**src/rtl/cidx_pkg.sv**
```systemverilog
package cidx_pkg;

    // walk sequencer states
    typedef enum logic [1:0] {
        SEQ_IDLE = 2'd0,
        SEQ_RUN  = 2'd1,
        SEQ_FIN  = 2'd2
    } seq_state_e;

    // command from sequencer to datapath
    typedef struct packed {
        logic load;   // capture operands, clear counters
        logic step;   // process one element position
    } seq_cmd_t;

    // width of a counter able to hold 0..n
    function automatic int unsigned cnt_width(input int unsigned n);
        return $clog2(n + 1);
    endfunction

endpackage

```
**src/rtl/cidx_ctrl.sv**
```systemverilog
module cidx_ctrl
    import cidx_pkg::*;
#(
    parameter int unsigned NUM_ELEM = 64,
    localparam int unsigned POS_W   = $clog2(NUM_ELEM)
) (
    input  logic     clk,
    input  logic     rst,
    input  logic     start_i,
    output seq_cmd_t cmd_o,
    output logic     busy_o,
    output logic     done_o
);
    localparam logic [POS_W-1:0] LAST_POS = POS_W'(NUM_ELEM - 1);

    seq_state_e       state_q, state_d;
    logic [POS_W-1:0] pos_q;

    always_comb begin
        state_d    = state_q;
        cmd_o.load = 1'b0;
        cmd_o.step = 1'b0;
        unique case (state_q)
            SEQ_IDLE: begin
                if (start_i) begin
                    cmd_o.load = 1'b1;
                    state_d    = SEQ_RUN;
                end
            end
            SEQ_RUN: begin
                cmd_o.step = 1'b1;
                if (pos_q == LAST_POS) state_d = SEQ_FIN;
            end
            SEQ_FIN:  state_d = SEQ_IDLE;
            default:  state_d = SEQ_IDLE;
        endcase
    end

    always_ff @(posedge clk) begin
        if (rst) begin
            state_q <= SEQ_IDLE;
            pos_q   <= '0;
        end else begin
            state_q <= state_d;
            if (cmd_o.load)      pos_q <= '0;
            else if (cmd_o.step) pos_q <= pos_q + 1'b1;
        end
    end

    assign busy_o = (state_q == SEQ_RUN);
    assign done_o = (state_q == SEQ_FIN);
endmodule

```
**src/rtl/cidx_ramp.sv**
```systemverilog
module cidx_ramp
    import cidx_pkg::*;
#(
    parameter int unsigned IDX_W = 64
) (
    input  logic             clk,
    input  logic             rst,
    input  seq_cmd_t         cmd_i,
    input  logic [IDX_W-1:0] stride_i,
    output logic [IDX_W-1:0] stride_o,
    output logic [IDX_W-1:0] value_o
);
    logic [IDX_W-1:0] stride_q, acc_q;

    // acc holds pos*stride for the current position; wraps naturally
    always_ff @(posedge clk) begin
        if (rst) begin
            stride_q <= '0;
            acc_q    <= '0;
        end else if (cmd_i.load) begin
            stride_q <= stride_i;
            acc_q    <= '0;
        end else if (cmd_i.step) begin
            acc_q    <= acc_q + stride_q;
        end
    end

    assign stride_o = stride_q;
    assign value_o  = acc_q;
endmodule

```
**src/rtl/cidx_pack.sv**
```systemverilog
module cidx_pack
    import cidx_pkg::*;
#(
    parameter int unsigned NUM_ELEM = 64,
    localparam int unsigned POS_W   = $clog2(NUM_ELEM),
    localparam int unsigned CNT_W   = $clog2(NUM_ELEM + 1)
) (
    input  logic             clk,
    input  logic             rst,
    input  seq_cmd_t         cmd_i,
    input  logic [NUM_ELEM-1:0] mask_i,
    output logic             wr_en_o,
    output logic [POS_W-1:0] wr_slot_o,
    output logic [CNT_W-1:0] count_o
);
    logic [NUM_ELEM-1:0] mask_q;
    logic [CNT_W-1:0]    slot_q;

    // mask shifts right each step so the current bit is always bit 0
    always_ff @(posedge clk) begin
        if (rst) begin
            mask_q <= '0;
            slot_q <= '0;
        end else if (cmd_i.load) begin
            mask_q <= mask_i;
            slot_q <= '0;
        end else if (cmd_i.step) begin
            mask_q <= {1'b0, mask_q[NUM_ELEM-1:1]};
            if (mask_q[0]) slot_q <= slot_q + 1'b1;
        end
    end

    assign wr_en_o   = cmd_i.step & mask_q[0];
    assign wr_slot_o = slot_q[POS_W-1:0];
    assign count_o   = slot_q;
endmodule

```
**src/rtl/cidx_gen.sv**
```systemverilog
module cidx_gen
    import cidx_pkg::*;
#(
    parameter int unsigned NUM_ELEM = 64,
    parameter int unsigned IDX_W    = 64,
    localparam int unsigned POS_W   = $clog2(NUM_ELEM),
    localparam int unsigned CNT_W   = cnt_width(NUM_ELEM)
) (
    input  logic                clk,
    input  logic                rst,
    input  logic                start_i,
    input  logic [IDX_W-1:0]    stride_i,
    input  logic [NUM_ELEM-1:0] mask_i,
    output logic                busy_o,
    output logic                done_o,
    output logic [CNT_W-1:0]    count_o,
    output logic                wr_en_o,
    output logic [POS_W-1:0]    wr_slot_o,
    output logic [IDX_W-1:0]    wr_data_o
);
    seq_cmd_t         cmd;
    logic [IDX_W-1:0] stride_q;

    cidx_ctrl #(.NUM_ELEM(NUM_ELEM)) u_ctrl (
        .clk     (clk),
        .rst     (rst),
        .start_i (start_i),
        .cmd_o   (cmd),
        .busy_o  (busy_o),
        .done_o  (done_o)
    );

    cidx_ramp #(.IDX_W(IDX_W)) u_ramp (
        .clk      (clk),
        .rst      (rst),
        .cmd_i    (cmd),
        .stride_i (stride_i),
        .stride_o (stride_q),
        .value_o  (wr_data_o)
    );

    cidx_pack #(.NUM_ELEM(NUM_ELEM)) u_pack (
        .clk       (clk),
        .rst       (rst),
        .cmd_i     (cmd),
        .mask_i    (mask_i),
        .wr_en_o   (wr_en_o),
        .wr_slot_o (wr_slot_o),
        .count_o   (count_o)
    );
endmodule

```
**config.mk**
```make
export PLATFORM = sky130hd
export DESIGN_NAME = cidx_gen
export DESIGN_NICKNAME = d
export VERILOG_FILES = /design/src/rtl/cidx_pkg.sv /design/src/rtl/cidx_ctrl.sv /design/src/rtl/cidx_ramp.sv /design/src/rtl/cidx_pack.sv /design/src/rtl/cidx_gen.sv
export SDC_FILE = /design/constraint.sdc
export NUM_CORES = 1
export LEC_CHECK = 0
export ABC_AREA = 0
export BUFFER_PORTS_ARGS = -buffer_cell sky130_fd_sc_hd__clkbuf_2
export CORE_UTILIZATION = 55
export DETAILED_ROUTE_END_ITERATION = 6
export PLACE_DENSITY = 0.84
export SETUP_SLACK_MARGIN = 0.05
export SLEW_MARGIN = 20
export SYNTH_ARGS = -nofsm -noshare
export SYNTH_HDL_FRONTEND = slang
export SYNTH_SLANG_ARGS = --single-unit
export TNS_END_PERCENT = 100
```
**constraint.sdc**
```tcl
create_clock -name clk -period 3.2 [get_ports clk]
set_input_delay 0 -clock clk [delete_from_list [all_inputs] [get_ports clk]]
set_output_delay 0 -clock clk [all_outputs]
set_load 0.01 [all_outputs]
```
## Word-level counts from Yosys, hierarchy flattened

Index checks and enable logic that the tools add are counted.

| storage, ports and cells | value |
|---|---|
| register bits | 207 |
| input bits | 131 |
| logic and storage cells | 28 |

| operators by class | value |
|---|---|
| add/sub/neg operators | 3 |
| eq/ne operators | 5 |
| multiplexer cells | 8 |
| bitwise operators | 1 |
| reduce and logical (&&, ||, !) cells | 5 |

Operator list:

| cell | number |
|---|---|
| 2-to-1 mux 64 bit | 2 |
| adder 64 bit | 1 |
| adder 7 x 1 -> 7 bit, second input constant | 1 |
| adder 6 x 1 -> 6 bit, second input constant | 1 |
| equality test 6 bit, second input constant | 1 |
| 2-to-1 mux 2 bit | 2 |
| case mux 2 bit (2 select lines) | 1 |
| AND reduction 2 bit | 2 |
| 2-to-1 mux 1 bit | 3 |
| equality test 2 x 1 -> 1 bit, second input constant | 1 |
| equality test 2 bit, second input constant | 1 |
| zero test 2 bit | 1 |
| inequality test 2 x 1 -> 1 bit, second input constant | 1 |
| inequality test 2 bit, second input constant | 1 |
| nonzero test 2 bit | 1 |
| OR reduction 2 bit | 1 |
| bitwise AND 1 bit | 1 |

## Longest topological paths before layout

| depth | value |
|---|---|
| depth after elaboration | 4 |
| mapped depth | 12 |
| mapped depth without buffers | 12 |

## Modules after synthesis

Synthesis repeated with hierarchy kept, for this count alone.

| unflattened totals | value |
|---|---|
| cell total of the unflattened synthesis | 1,364 |
| area total of the unflattened synthesis | 12,032.8 um^2 |

By module, submodules not included:

| module | instances | cells an instance | area an instance (um^2) | sequential area each (um^2) |
|---|---|---|---|---|
| cidx_ramp | 1 | 1,000 | 8,285.4 | 2,562.5 |
| cidx_pack | 1 | 322 | 3,358.2 | 1,421.4 |
| cidx_ctrl | 1 | 42 | 389.1 | 160.2 |

## Least setup slack after synthesis

OpenSTA, ideal clock, no wires.

| timing path | value |
|---|---|
| path kind | register to register |
| from | register u_ramp.acc_q[0], in the netlist u_ramp.value_o[0] |
| to | register u_ramp.acc_q[60], in the netlist u_ramp.value_o[60] |
| arrival time | 2,813 ps |
| path slack | 270 ps |
| cell stages (with the launch flop) | 13 |
| path buffers | 0 |
| clock period less this slack | 2,930 ps |
| cells stage by stage | dfxtp_1 > ha_1 > fa_1 > a21o_1 > a221o_2 > o211ai_2 > o211ai_2 > o21ai_1 > o211ai_1 > a221oi_2 > o21ai_1 > xor2_1 > a22o_1 |

| on the way | value |
|---|---|
| cells in the longest elaborated chain, start to end | 1 |

Ends and longest elaborated chain:

| what | line | RTL |
|---|---|---|
| from (decl) | cidx_ramp.sv:13 | `logic [IDX_W-1:0] stride_q, acc_q;` |
| from (signal assigned) | cidx_ramp.sv:24 | `acc_q <= acc_q + stride_q;` |
| adder 64 bit | cidx_ramp.sv:24 |  |

No other way between the ends.
A chain may end at the register's enable or synchronous reset.

## Worst setup path in the final report

| timing path | value |
|---|---|
| from | register u_ramp.acc_q[0], in the netlist u_ramp.value_o[0] |
| to | register u_ramp.acc_q[52], in the netlist u_ramp.value_o[52] |

The elaborated chain is that of the path after synthesis.

==> metrics.md <==
| Metric | Value |
|---|---|
| Outcome | finished clean |
| Post-synthesis simple-gate area fraction | 18.8% |
| Highest-count cells in the layout ignoring fill and taps | nand2_1, a21oi_1, clkbuf_2 |
| Syn Nets | 1,648 |
| Total grt overflow | 0 |
| Family with the most delay on the worst path | compound AO/OA/AOI/OAI gates |
| Yosys top cell area share | 36.3% |
| Final nets | 1,938 |
| Synth async-reset ratio | 0% |
| Flop-to-flop setup slack | 0.07 ns |
| Clk sink count | 207 |
| Slowest-stage cell, CP | fa_2 |
| Final setup margin | 0.0744 ns |
| Min Tclk post-route | 3.13 ns |
| Reg-to-Reg Start | u_ramp.value_o[0] |
| Initial antenna violation count | 0 |
| PortBufs | 210 |
| DRT Wirelength | 35,700 um |
| Area Growth Syn to Fin | 29.4% |
| H-tree depth | 1 |
| Sequential power share | 42.9% |
| Post-Synth XOR/XNOR Area | 4.91% |
| Initial core utilization | 56.2% |
| Synthesized instance count | 1,451 |
| Die area | 21,300 um2 |
| Measured slew at the worst slew-check pin | 0.910 ns |
| First-pass GRT wire length | 57,100 um |
| Core Region | 20,300 um2 |
| Clock buffer count from CTS | 23 |
| P_sw | 0.00174 W |
| CP bufs+invs | 1 |
| DR WL/cell | 17.6 um |
| Die height | 146 um |
| Worst clock skew | 0.0177 ns |
| Worst skew pair latency | 0.53 ns |
| Antenna Nets Post-Route | 0 |
| Via density | 5.94 |
| Max cap viols | 0 |
| Detail Placement HPWL | 21,700 um |
| Synth Warn # | 0 |
| Layout cells sized above 1 | 18.0% |
| Core Util, Final | 72.8% |
| Worst Path Class, Setup | flip-flop to flip-flop |
| Maximum vdd drop | 0.479 mV |
| Synth Area in Adders | 7.30% |
| P_leak | 6.60 nW |
| Synth Cell Area | 11,400 um2 |
| Clk Tree Root Cell | clkbuf_16 |
| Pre-CTS setup slack | -0.0400 ns |
| Setup crit start kind | flip-flop |
| DRC | 0 |
| Syn Area/Cell | 7.86 um2 |
| Cell Pwr Density | 441 nW/um2 |
| Worst endpoint required time | 3.65 ns |
| Hold path startpoint | start_i |
| Routability-driven placement congestion ratio | 0.950 |
| RSZ-0062 raised after global routing | true |
| Tcrit/Tclk final | 97.7% |
| I/O Pins | 211 |
| Global Route Usage Sum | 32.3% |
| Critical path data arrival time | 3.58 ns |
| HP Class | input pin to flip-flop |
| Die Width | 146 um |
| Most used cell, CP | o211ai_2 |
| Internal cell power | 0.00477 W |
| Crit. End Element | flip-flop |
| Multiplexer share of the synthesized area | 0.0877% |
| Ys flop type | dfxtp_1 |
| Crit Path Max Fanout | 3 |
| Register bit total from synthesis | 207 |
| Post-synth EDFFs | 0 |
| Most common cell after layout, fill and taps aside | nand2_1 |
| Slew Limit Fails | 0 |
| Synth area leader | dfxtp_1 |
| Slew HR | 39.2% |
| Clk buf depth | 3 |
| Rows | 52 |
| Combinational Power Share | 14.3% |
| Compound-cell area share of the yosys netlist | 27.3% |
| Final Hold Viols | 0 |
| Clock-pin slew on the worst setup and hold paths | 0.06 ns |
| Worst Setup SP | u_ramp.value_o[0] |
| Number of global-route vias before repair | 11,800 |
| Vias | 12,000 |
| Fmax | 320 MHz |
| # diodes | 0 |
| Final setup viols | 0 |
| Yosys cell types | 78 |
| Drt initial violations | 766 |
| Sw frac | 26.7% |
| Clock Power Share | 42.8% |
| Largest net degree at the start of global routing | 115 |
| First-pass DRT Iterations | 5 |
| CP peak stage delay | 0.40 ns |
| Largest family of logic cells by synthesized area | compound AO/OA/AOI/OAI gates |
| Synth area leaders | dfxtp_1, nand2_1, a21oi_1 |
| CTS tree | done |
| Post-synthesis sequential area ratio | 36.3% |
| Crit path cell chain | ha_4, fa_2, a21o_1, a221o_2, o211ai_2, o211ai_2, o21ai_2, o211ai_1, a221oi_2, buf_4, xnor2_1, nand2_1, a21oi_2 |
[final cells by class]
class,instances,area (um2)
multi-input combinational,1118,6790
fill,1473,5530
sequential,207,4150
timing repair buffer,374,2640
clock buffer,29,648
tap,270,338
clock inverter,10,145
inverter,17,65.1
[kinds of logic after synthesis]
group,Yosys count
AO/OA/AOI/OAI,496
adder cells (fa/ha/maj),66
buffers and inverters,126
multiplexers,1
XOR/XNOR,64
flip-flops,207
AND/OR/NAND/NOR,491
[power by group through the flow]
stage | Combinational (W) | Clock (W) | Sequential, W
finish | 0.000934 | 0.00278 | 0.00279
global route | 0.00102 | 0.00292 | 0.00280
CTS | 0.000889 | 0.00280 | 0.00278
detailed placement | 0.000750 | 0 | 0.00284
global placement | 0.000734 | 0 | 0.00283
floorplan | 0.000532 | 0 | 0.00282
[flip-flops by register name (all words and copies together), names as in the netlist]
register	flops
u_ctrl.pos_q	6
u_ctrl.state_q	2
u_pack.count_o	7
u_pack.mask_q	64
u_ramp.stride_o	64
u_ramp.value_o	64
[metal layers]
layer,vias up,track usage (%),routed length (um)
li1,5713,-,-
met1,5614,38.2,14500
met2,561,57.8,17200
met3,143,4.88,2290
met4,0,14.3,1750
met5,-,0,0
[Yosys cell counts, types with 7 or more instances]
| cell | n |
|---|---|
| a211oi_1 | 8 |
| a21o_1 | 60 |
| a21oi_1 | 227 |
| a22oi_1 | 64 |
| a31oi_1 | 9 |
| and2_1 | 8 |
| and3_1 | 14 |
| and4_1 | 7 |
| buf_2 | 11 |
| clkbuf_1 | 77 |
| dfxtp_1 | 207 |
| ha_1 | 65 |
| inv_1 | 16 |
| nand2_1 | 318 |
| nand3_1 | 23 |
| nand4_1 | 21 |
| nor2_1 | 57 |
| nor2b_1 | 8 |
| o21ai_0 | 52 |
| o21bai_1 | 9 |
| xnor2_1 | 30 |
| xor2_1 | 34 |
[metrics by stage]
| stage | setup TNS, ns | hold slack, ns | std cells | total power, W | area [um2] |
|---|---|---|---|---|---|
| floorplan | 0 | 0.136 | 1451 | 0.00335 | 11400 |
| global placement | 0 | 0.224 | 1839 | 0.00357 | 12400 |
| detailed placement | -0.0655 | 0.230 | 1839 | 0.00359 | 12400 |
| CTS | 0 | 0.000438 | 2019 | 0.00647 | 14600 |
| global route | 0 | 0.0349 | 2025 | 0.00674 | 14800 |
| finish | 0 | 0.0141 | 2025 | 0.00651 | 14800 |
[worst paths after layout]
| kind | to | cells after the start |
|---|---|---|
| worst min register to register | u_ramp.stride_o[60] | 2 |
| worst max register to register | u_ramp.value_o[52] | 13 |
| worst max-delay path | u_ramp.value_o[52] | 13 |
| worst min-delay path | u_ramp.stride_o[36] | 4 |
[tightest hold or removal path: cells and delay by family]
kind	cells	cell delay (ns)
and+or+nand+nor	2	0.32
buffers and inverters	1	0.10
AOI/OAI and AO/OA	1	0.05
[timing repair]
item / CTS / global route
pin swaps: 1 / 13
hold endpoints to repair: 128 / 0
hold buffers: 140 / 0
gates resized for setup: 3 / 22
setup buffers: 1 / 6
setup endpoints to repair: 6 / 20
Note: power is estimated with default switching activity, not from simulation.
